File: config.mk
export PLATFORM = sky130hd
export DESIGN_NAME = strap_freq_seq
export DESIGN_NICKNAME = d
export VERILOG_FILES = /design/src/rtl/strap_seq_pkg.sv /design/src/rtl/strap_capture.sv /design/src/rtl/pwrup_phase.sv /design/src/rtl/freq_index_sel.sv /design/src/rtl/strap_freq_seq.sv
export SDC_FILE = /design/constraint.sdc
export NUM_CORES = 1
export LEC_CHECK = 0
export BUFFER_PORTS_ARGS = -buffer_cell sky130_fd_sc_hd__clkbuf_2
export CORE_MARGIN = 2
export CORE_UTILIZATION = 56
export CTS_CLUSTER_DIAMETER = 50
export CTS_CLUSTER_SIZE = 30
export DETAILED_ROUTE_END_ITERATION = 10
export HOLD_SLACK_MARGIN = 0.03
export PLACE_DENSITY = 0.79
export SLEW_MARGIN = 20
export SYNTH_ARGS = -nofsm -noshare
export SYNTH_HDL_FRONTEND = slang
export SYNTH_SLANG_ARGS = --single-unit
File: constraint.sdc
create_clock -name clk_ref_i -period 2.91 [get_ports clk_ref_i]
set_input_delay 0.582 -clock clk_ref_i [delete_from_list [all_inputs] [get_ports clk_ref_i]]
set_output_delay 0.582 -clock clk_ref_i [all_outputs]
set_load 0.1 [all_outputs]
File: src/rtl/strap_seq_pkg.sv
package strap_seq_pkg;
  localparam int NUM_STRAPS = 6;
  localparam int IDX_W      = 4;
  localparam int CTL_W      = 8;

  localparam int SP_FS0  = 0;
  localparam int SP_FS1  = 1;
  localparam int SP_FS2  = 2;
  localparam int SP_MODE = 3;
  localparam int SP_SDS  = 4;
  localparam int SP_VDD  = 5;

  localparam int CB_SRC_SW = 3;
  localparam int CB_MSB    = 2;
  localparam int CB_SEL_LO = 4;

  typedef enum logic [1:0] {
    PH_SENSE = 2'd0,
    PH_HOLD  = 2'd1,
    PH_RUN   = 2'd2
  } phase_e;
endpackage

File: src/rtl/strap_capture.sv
module strap_capture #(
  parameter int W = 6
) (
  input  logic         clk,
  input  logic         rst_n,
  input  logic         cap_i,
  input  logic [W-1:0] pad_i,
  output logic [W-1:0] val_o
);
  // Reset to all ones: an undriven strap reads high.
  always_ff @(posedge clk or negedge rst_n) begin
    if (!rst_n)     val_o <= '1;
    else if (cap_i) val_o <= pad_i;
  end
endmodule

File: src/rtl/pwrup_phase.sv
module pwrup_phase
  import strap_seq_pkg::*;
#(
  parameter int TIMER_CYCLES = 42954
) (
  input  logic clk,
  input  logic rst_n,
  input  logic pwr_good_i,
  output logic cap_o,
  output logic oe_o,
  output logic run_o
);
  localparam int CNT_W = (TIMER_CYCLES > 2) ? $clog2(TIMER_CYCLES) : 1;
  localparam logic [CNT_W-1:0] LAST = CNT_W'(TIMER_CYCLES - 1);

  phase_e           ph_q;
  logic [CNT_W-1:0] cnt_q;

  assign cap_o = (ph_q == PH_SENSE) && pwr_good_i;
  assign oe_o  = (ph_q != PH_SENSE);
  assign run_o = (ph_q == PH_RUN);

  always_ff @(posedge clk or negedge rst_n) begin
    if (!rst_n) begin
      ph_q  <= PH_SENSE;
      cnt_q <= '0;
    end else begin
      unique case (ph_q)
        PH_SENSE: begin
          cnt_q <= '0;
          if (pwr_good_i) ph_q <= PH_HOLD;
        end
        PH_HOLD: begin
          if (cnt_q == LAST) ph_q <= PH_RUN;
          else               cnt_q <= cnt_q + 1'b1;
        end
        default: ph_q <= PH_RUN;
      endcase
    end
  end
endmodule

File: src/rtl/freq_index_sel.sv
module freq_index_sel
  import strap_seq_pkg::*;
#(
  parameter bit EXTENDED = 1'b1
) (
  input  logic             clk,
  input  logic             rst_n,
  input  logic             run_i,
  input  logic [2:0]       fs_i,
  input  logic [CTL_W-1:0] ctl_i,
  output logic             valid_o,
  input  logic             ready_i,
  output logic [IDX_W-1:0] idx_o
);
  logic             sw_msb;
  logic [IDX_W-1:0] sel;
  logic [IDX_W-1:0] sent_q;
  logic             sent_ok_q;

  generate
    if (EXTENDED) begin : g_ext
      assign sw_msb = ctl_i[CB_MSB];
    end else begin : g_base
      assign sw_msb = 1'b0;
    end
  endgenerate

  assign sel = ctl_i[CB_SRC_SW] ? {sw_msb, ctl_i[CB_SEL_LO +: 3]} : {1'b0, fs_i};

  always_ff @(posedge clk or negedge rst_n) begin
    if (!rst_n) begin
      valid_o   <= 1'b0;
      idx_o     <= '0;
      sent_q    <= '0;
      sent_ok_q <= 1'b0;
    end else if (valid_o) begin
      if (ready_i) begin
        valid_o   <= 1'b0;
        sent_q    <= idx_o;
        sent_ok_q <= 1'b1;
      end
    end else if (run_i && (!sent_ok_q || sel != sent_q)) begin
      valid_o <= 1'b1;
      idx_o   <= sel;
    end
  end
endmodule

File: src/rtl/strap_freq_seq.sv
module strap_freq_seq
  import strap_seq_pkg::*;
#(
  parameter int TIMER_CYCLES = 42954,
  parameter bit EXTENDED     = 1'b1
) (
  input  logic                  clk_ref_i,
  input  logic                  rst_n_i,
  input  logic                  pwr_good_i,
  input  logic [NUM_STRAPS-1:0] strap_pad_i,
  input  logic [CTL_W-1:0]      ctl_reg0_i,
  output logic                  strap_pad_oe_o,
  output logic                  clk_run_o,
  output logic                  mode_o,
  output logic                  sdram_follow_cpu_o,
  output logic                  cpu_vdd_2v5_o,
  output logic                  idx_valid_o,
  input  logic                  idx_ready_i,
  output logic [IDX_W-1:0]      idx_o
);
  logic                  cap;
  logic [NUM_STRAPS-1:0] straps;

  pwrup_phase #(.TIMER_CYCLES(TIMER_CYCLES)) u_phase (
    .clk        (clk_ref_i),
    .rst_n      (rst_n_i),
    .pwr_good_i (pwr_good_i),
    .cap_o      (cap),
    .oe_o       (strap_pad_oe_o),
    .run_o      (clk_run_o)
  );

  strap_capture #(.W(NUM_STRAPS)) u_cap (
    .clk   (clk_ref_i),
    .rst_n (rst_n_i),
    .cap_i (cap),
    .pad_i (strap_pad_i),
    .val_o (straps)
  );

  assign mode_o             = straps[SP_MODE];
  assign sdram_follow_cpu_o = straps[SP_SDS];
  assign cpu_vdd_2v5_o      = straps[SP_VDD];

  freq_index_sel #(.EXTENDED(EXTENDED)) u_sel (
    .clk     (clk_ref_i),
    .rst_n   (rst_n_i),
    .run_i   (clk_run_o),
    .fs_i    ({straps[SP_FS2], straps[SP_FS1], straps[SP_FS0]}),
    .ctl_i   (ctl_reg0_i),
    .valid_o (idx_valid_o),
    .ready_i (idx_ready_i),
    .idx_o   (idx_o)
  );
endmodule

==> results of run 1 <==
==> routing by layer <==
metal / routed length (um) / vias to the layer above / global-route usage, % / part of all wire (%)
li1: - / 653 / - / -
met1: 1490 / 654 / 27.3 / 44
met2: 1610 / 37 / 36.3 / 48
met3: 185 / 8 / 6.06 / 5.5
met4: 63 / 0 / 7.94 / 1.9
met5: 0 / - / 0 / 0
==> sequential cells by signal, summed over array words and instances (netlist names) <==
signal           count
u_sel.idx_o          4
u_sel.sent_q         4
u_cap.val_o          6
u_sel.sent_ok_q      1
u_phase.cnt_q       16
u_phase.ph_q         2
u_sel.valid_o        1
==> final timing paths <==
check                      cells after the start                end
max                                            3     strap_pad_oe_o
min                                            1    u_sel.sent_ok_q
max reg2reg                                    4  u_phase.cnt_q[15]
min reg2reg                                    1    u_sel.sent_ok_q
max in group asynchronous                      1  u_phase.cnt_q[13]
min in group clk_ref_i                         2      u_sel.valid_o
==> power by group through the flow <==
stage	combinational [W]	sequential [W]	clock, W
4_1_cts	0.000218	0.000607	0.000278
5_1_grt	0.000243	0.000620	0.000296
2_1_floorplan	0.000133	0.000637	0
3_3_place_gp	0.000204	0.000610	0
6_report	0.000215	0.000612	0.000270
3_5_place_dp	0.000217	0.000617	0
==> kinds of logic after synthesis <==
family | count (synthesis) | synth area share, %
AND/OR/NAND/NOR | 65 | 19.2
buffers and inverters | 17 | 4.10
AO/OA/AOI/OAI | 30 | 12.9
XOR/XNOR | 4 | 2.01
adder cells (fa/ha/maj) | 2 | 1.44
flip-flops | 34 | 49.3
multiplexers | 17 | 11.0
==> layout make-up <==
type,instances,area [sq um]
repair buffers,25,128
well taps,33,41.3
flip-flops and latches,34,858
multi-input cells,118,811
fillers,243,1060
inverters,12,45.0
clock buffers,8,58.8
==> worst register-to-register path: stages, from the launching register on <==
cell and delay [ns]:
dfrtp_1 0.55, nand2b_1 0.24, nor4_1 0.64, a31oi_1 0.16, a41o_1 0.24
==> metrics by stage <==
stage          util [%]  total power (W)  hold WS [ns]
2_1_floorplan         -         0.000770         0.286
3_3_place_gp       62.7         0.000815         0.443
3_5_place_dp       62.7         0.000834         0.452
4_1_cts            64.7          0.00110         0.336
5_1_grt            64.7          0.00116         0.376
6_report           64.7          0.00110         0.307
==> cells in the final DEF (no fill, tap or decap), types with 4 or more instances in the layout <==
| cell type | n |
|---|---|
| a21oi_1 | 4 |
| and2_1 | 4 |
| clkbuf_2 | 24 |
| clkbuf_4 | 5 |
| dfrtp_1 | 28 |
| dfstp_2 | 6 |
| inv_1 | 12 |
| mux2_2 | 7 |
| mux2i_1 | 9 |
| nand2_1 | 23 |
| nand3_1 | 10 |
| nor2_1 | 7 |
| o21ai_0 | 8 |
| xnor2_1 | 4 |
==> flow_metrics.env, run 1 <==
export IMPL_ir_drop_v=0.000466
export IMPL_clkTransAtPathRegs_ns=0.10
export IMPL_drv_slew=0
export IMPL_ys_flop_type="dfrtp_1"
export IMPL_timing_final_crit_share_pct=82.3
export IMPL_setup_violations=0
export IMPL_syn_inst=169
export IMPL_cts_made_buffers=5
export IMPL_drt_iter0_markers=68
export IMPL_dp_cells=222
export IMPL_final_min_clock_period_ns=2.39
export IMPL_chipHeight_um=59.8
export IMPL_grt_pass1_wl_mm=5.79
export IMPL_clockBufferDepth=2
export IMPL_rsz0062_at_grt="false"
export IMPL_wl_mm=3.35
export IMPL_root_buffer="clkbuf_4"
export IMPL_dieArea_sq_um=3570
export IMPL_power_leakage_nw=0.947
export IMPL_place_ws_ns=0.804
export IMPL_num_vias=1352
export IMPL_end_kind="output port"
export IMPL_slowest_delay_ns=0.66
export IMPL_syn_mean_instance_area_sq_um=10.3
export IMPL_yosys_top_cells_area="dfrtp_1 (40%), dfstp_2 (9.1%), mux2i_1 (5.2%), nand2_1 (5.0%), mux2_2 (4.5%)"
export IMPL_yosysMostFrequentCell="dfrtp_1"
export IMPL_area_delta_synth_final_pct=11.6
export IMPL_cp_required_ns=2.33
export IMPL_wire_per_inst_um=14.6
export IMPL_synth_edf_count=0
export IMPL_intPower_w=0.000744
export IMPL_cp_cell_sequence="nor2_1, inv_1, clkbuf_2"
export IMPL_drc_errors=0
export IMPL_critical_path_top_delay_family="flip-flops"
export IMPL_drt_pass1_iter_count=4
export IMPL_ys_ff_latch=34
export IMPL_postCtsHoldBufs=0
export IMPL_place_port_buffers=24
export IMPL_synth_seq_area_share_pct=49.3
export IMPL_worstReg2RegStart="u_phase.ph_q[1]"
export IMPL_finish_instance_area_sq_um=1940
export IMPL_cts_resized=0
export IMPL_fp_dieW_um=59.8
export IMPL_gp_congestion=0.820
export IMPL_synth_warnings=0
export IMPL_hold_violations=0
export IMPL_postRouteAntennaNets=0
export IMPL_slew_headroom_pct=46.8
export IMPL_start_util_pct=58.0
export IMPL_nets=216
export IMPL_yosysTopAreaCell="dfrtp_1"
export IMPL_crit_slowest_cell="dfrtp_1"
export IMPL_grt_pass1_vias=1315
export IMPL_synth_common_cells="dfrtp_1 (28), nand2_1 (23), inv_1 (12)"
export IMPL_max_slew_worst_pin_slew_ns=0.798
export IMPL_synth_cell_types=43
export IMPL_grt_use_total_pct=21.9
export IMPL_status="complete, no violations"
export IMPL_grt_max_degree=35
export IMPL_hold_class="primary input to async pin"
export IMPL_clock_fmax_ghz=0.418
export IMPL_finClkSkew_ns=0.0140
export IMPL_clock_power_share_pct=24.7
export IMPL_drive_gt1_share_pct=24.9
export IMPL_cts_sinks=34
export IMPL_criticalPathCategory="register to output port"
export IMPL_syn_num_nets=189
export IMPL_cts_max_level=2
export IMPL_grt_overflow_total=0
export IMPL_timing_final_ws_setup_ns=0.515
export IMPL_crit_buf_inv=2
export IMPL_place_area_sq_um=1880
export IMPL_p_sw_w=0.000353
export IMPL_rrSetupSlack_ns=0.98
export IMPL_cp_max_fo=15
export IMPL_combPwrFrac_pct=19.6
export IMPL_n_antenna_cell=0
export IMPL_detailed_place_hpwl_mm=2.48
export IMPL_tns_ns=0
export IMPL_cts_tree="done"
export IMPL_p_seq_share_pct=55.8
export IMPL_viasPerCell=5.88
export IMPL_swShare_pct=32.1
export IMPL_critPathLaunch="u_phase.ph_q[0]"
export IMPL_maxCapViolations=0
export IMPL_worst_setup_path_start_kind="register"
export IMPL_antenna_found_initial=0
export IMPL_std_cell_rows=20
export IMPL_io_pins=28
export IMPL_fin_cells=230
export IMPL_critPathArrivalTime_ns=1.81
export IMPL_synth_cell_area_sq_um=1740
export IMPL_clk_latency_ns=0.34
export IMPL_synthArstFlopShare_pct=100
export IMPL_postCtsSetupRepairBufs=0
export IMPL_powerDensity_nw_per_um2=565
export IMPL_synth_top_area_share_pct=40.3
export IMPL_coreArea_sq_um=3000
Note: power is estimated with default switching activity, not from simulation.
==> run 2: changes to the inputs <==
- CORE_UTILIZATION: 56 -> 55
- PLACE_DENSITY: 0.79 -> 0.78
- clock period: 2.91 -> 2.3 ns (I/O delays scaled with it)
==> run 2 against run 1 <==
Effect of this change:
- setup slack got worse by 0.39 ns
- sequential share of layout area fell by 0.59 points
- combinational power rose by 25%
- cell count rose by 5.7%
- core utilization rose by 0.33 points
- critical path depth fell by 1
- critical path type unchanged
- count of clock-buffer cells in the layout fell by 2
- hold slack got worse by 0.13 ns
- register-to-register slack got worse by 0.63 ns
- total power rose by 24%
==> flow_metrics.env, run 2 (synthesis gave the netlist of run 1 again) <==
export IMPL_status="complete, no violations"
export IMPL_fin_cells=243
export IMPL_drt_iter0_markers=67
export IMPL_cp_required_ns=1.84
export IMPL_viasPerCell=5.53
export IMPL_cts_tree="done"
export IMPL_end_kind="output port"
export IMPL_rsz0062_at_grt="false"
export IMPL_drive_gt1_share_pct=26.6
export IMPL_postCtsSetupRepairBufs=0
export IMPL_detailed_place_hpwl_mm=2.71
export IMPL_n_antenna_cell=0
export IMPL_regArea_sq_um=858
export IMPL_largest_reg_flops=16
export IMPL_postRouteAntennaNets=0
export IMPL_hold_violations=0
export IMPL_grt_pass1_vias=1271
export IMPL_criticalPathCategory="register to output port"
export IMPL_cts_max_level=2
export IMPL_timing_final_crit_share_pct=94.4
export IMPL_tns_ns=0
export IMPL_drc_errors=0
export IMPL_chipHeight_um=60.3
export IMPL_regMostFlops="u_phase.cnt_q"
export IMPL_maxCapViolations=0
export IMPL_place_port_buffers=24
export IMPL_cts_made_buffers=5
export IMPL_slew_headroom_pct=46.3
export IMPL_layout_commonest_cell="dfrtp_1"
export IMPL_place_ws_ns=0.308
export IMPL_clockBufferDepth=2
export IMPL_cp_max_fo=15
export IMPL_wl_mm=3.59
export IMPL_p_seq_share_pct=56.9
export IMPL_root_buffer="clkbuf_4"
export IMPL_combPwrFrac_pct=19.8
export IMPL_reg_top3="u_phase.cnt_q (16), u_cap.val_o (6)"
export IMPL_p_sw_w=0.000453
export IMPL_nets=218
export IMPL_num_vias=1344
export IMPL_worst_r2r_cell_count=5
export IMPL_dp_cells=235
export IMPL_clock_fmax_ghz=0.461
export IMPL_cts_resized=0
export IMPL_layout_common_cells="dfrtp_1 (28), nand2_1 (23), clkbuf_2 (23)"
export IMPL_reg2reg_to="u_phase.cnt_q[14]"
export IMPL_dieArea_sq_um=3630
export IMPL_wire_per_inst_um=14.8
export IMPL_area_delta_synth_final_pct=13.1
export IMPL_coreArea_sq_um=3030
export IMPL_std_cell_rows=20
export IMPL_grt_overflow_total=0
export IMPL_io_pins=28
export IMPL_power_leakage_nw=0.957
export IMPL_grt_use_total_pct=23.8
export IMPL_worstReg2RegStart="u_phase.cnt_q[0]"
export IMPL_drt_pass1_iter_count=4
export IMPL_grt_max_degree=35
export IMPL_timing_final_ws_setup_ns=0.130
export IMPL_start_util_pct=57.5
export IMPL_multiInputGateArea_sq_um=813
export IMPL_postCtsHoldBufs=0
export IMPL_power_w=0.00136
export IMPL_gp_congestion=0.825
export IMPL_setup_violations=0
export IMPL_antenna_found_initial=0
export IMPL_clock_power_share_pct=23.3
export IMPL_worst_setup_path_start_kind="register"
export IMPL_fp_dieW_um=60.3
export IMPL_drv_slew=0
export IMPL_finClkSkew_ns=0.0117
export IMPL_clkTransAtPathRegs_ns=0.11
export IMPL_cts_sinks=34
export IMPL_critPathArrivalTime_ns=1.71
export IMPL_max_slew_worst_pin_slew_ns=0.805
export IMPL_clk_latency_ns=0.35
export IMPL_final_min_clock_period_ns=2.17
export IMPL_rrSetupSlack_ns=0.35
export IMPL_ir_drop_v=0.000513
export IMPL_hold_class="primary input to async pin"
export IMPL_swShare_pct=33.3
export IMPL_fillers=263
export IMPL_intPower_w=0.000907
export IMPL_powerDensity_nw_per_um2=691
export IMPL_grt_pass1_wl_mm=6.06
run 2: worst max-delay path by stage:
| stage | cells after the start | start | end | slack, ns |
|---|---|---|---|---|
| 6_report | 2 | u_phase.ph_q[1] | clk_run_o | 0.13 |
| 3_5_place_dp | 5 | ctl_reg0_i[3] | u_sel.idx_o[3] | 0.31 |
| 2_1_floorplan | 4 | u_phase.ph_q[0] | u_sel.idx_o[0] | 0.38 |
| 3_3_place_gp | 5 | ctl_reg0_i[3] | u_sel.valid_o | 0.39 |
| 5_1_grt | 2 | u_phase.ph_q[1] | clk_run_o | 0.03 |
| 4_1_cts | 2 | u_phase.ph_q[1] | clk_run_o | 0.12 |
run 2: critical path, cell delays in order, from the launching register on:
cell and delay, ns:
dfrtp_1 0.65, nor2b_2 0.25, clkbuf_2 0.47
run 2: stage by stage:
stage | instance area, sq um | utilization [%] | hold WS [ns]
2_1_floorplan | 1740 | - | 0.164
3_3_place_gp | 1920 | 63.3 | 0.449
3_5_place_dp | 1920 | 63.3 | 0.453
4_1_cts | 1970 | 65.0 | 0.203
5_1_grt | 1970 | 65.0 | 0.232
6_report | 1970 | 65.0 | 0.176
run 2: layout make-up:
class                   instances  share of cell area [%]
clock buffers                   6                    2.10
inverters                      12                    2.29
multi-input cells             118                    41.3
flip-flops and latches         34                    43.6
repair buffers                 27                    7.37
clock inverters                 2                   0.509
well taps                      44                    2.80
run 2: per-layer routing:
| layer | share of wire (%) | wire, um | vias to the layer above | GRT usage (%) |
|---|---|---|---|---|
| met5 | 0 | 0 | - | 0 |
| met4 | 1.3 | 45 | 0 | 7.62 |
| met3 | 4.9 | 175 | 6 | 7.79 |
| met2 | 51 | 1820 | 29 | 39.0 |
| met1 | 43 | 1540 | 649 | 29.5 |
| li1 | - | - | 660 | - |
run 2: power groups by stage:
stage	Combinational (W)	Sequential, W	Clock [W]
after floorplan	0.000168	0.000805	0
after global placement	0.000257	0.000776	0
after detailed placement	0.000270	0.000782	0
after CTS	0.000272	0.000773	0.000324
after global routing	0.000302	0.000785	0.000355
final	0.000269	0.000774	0.000317
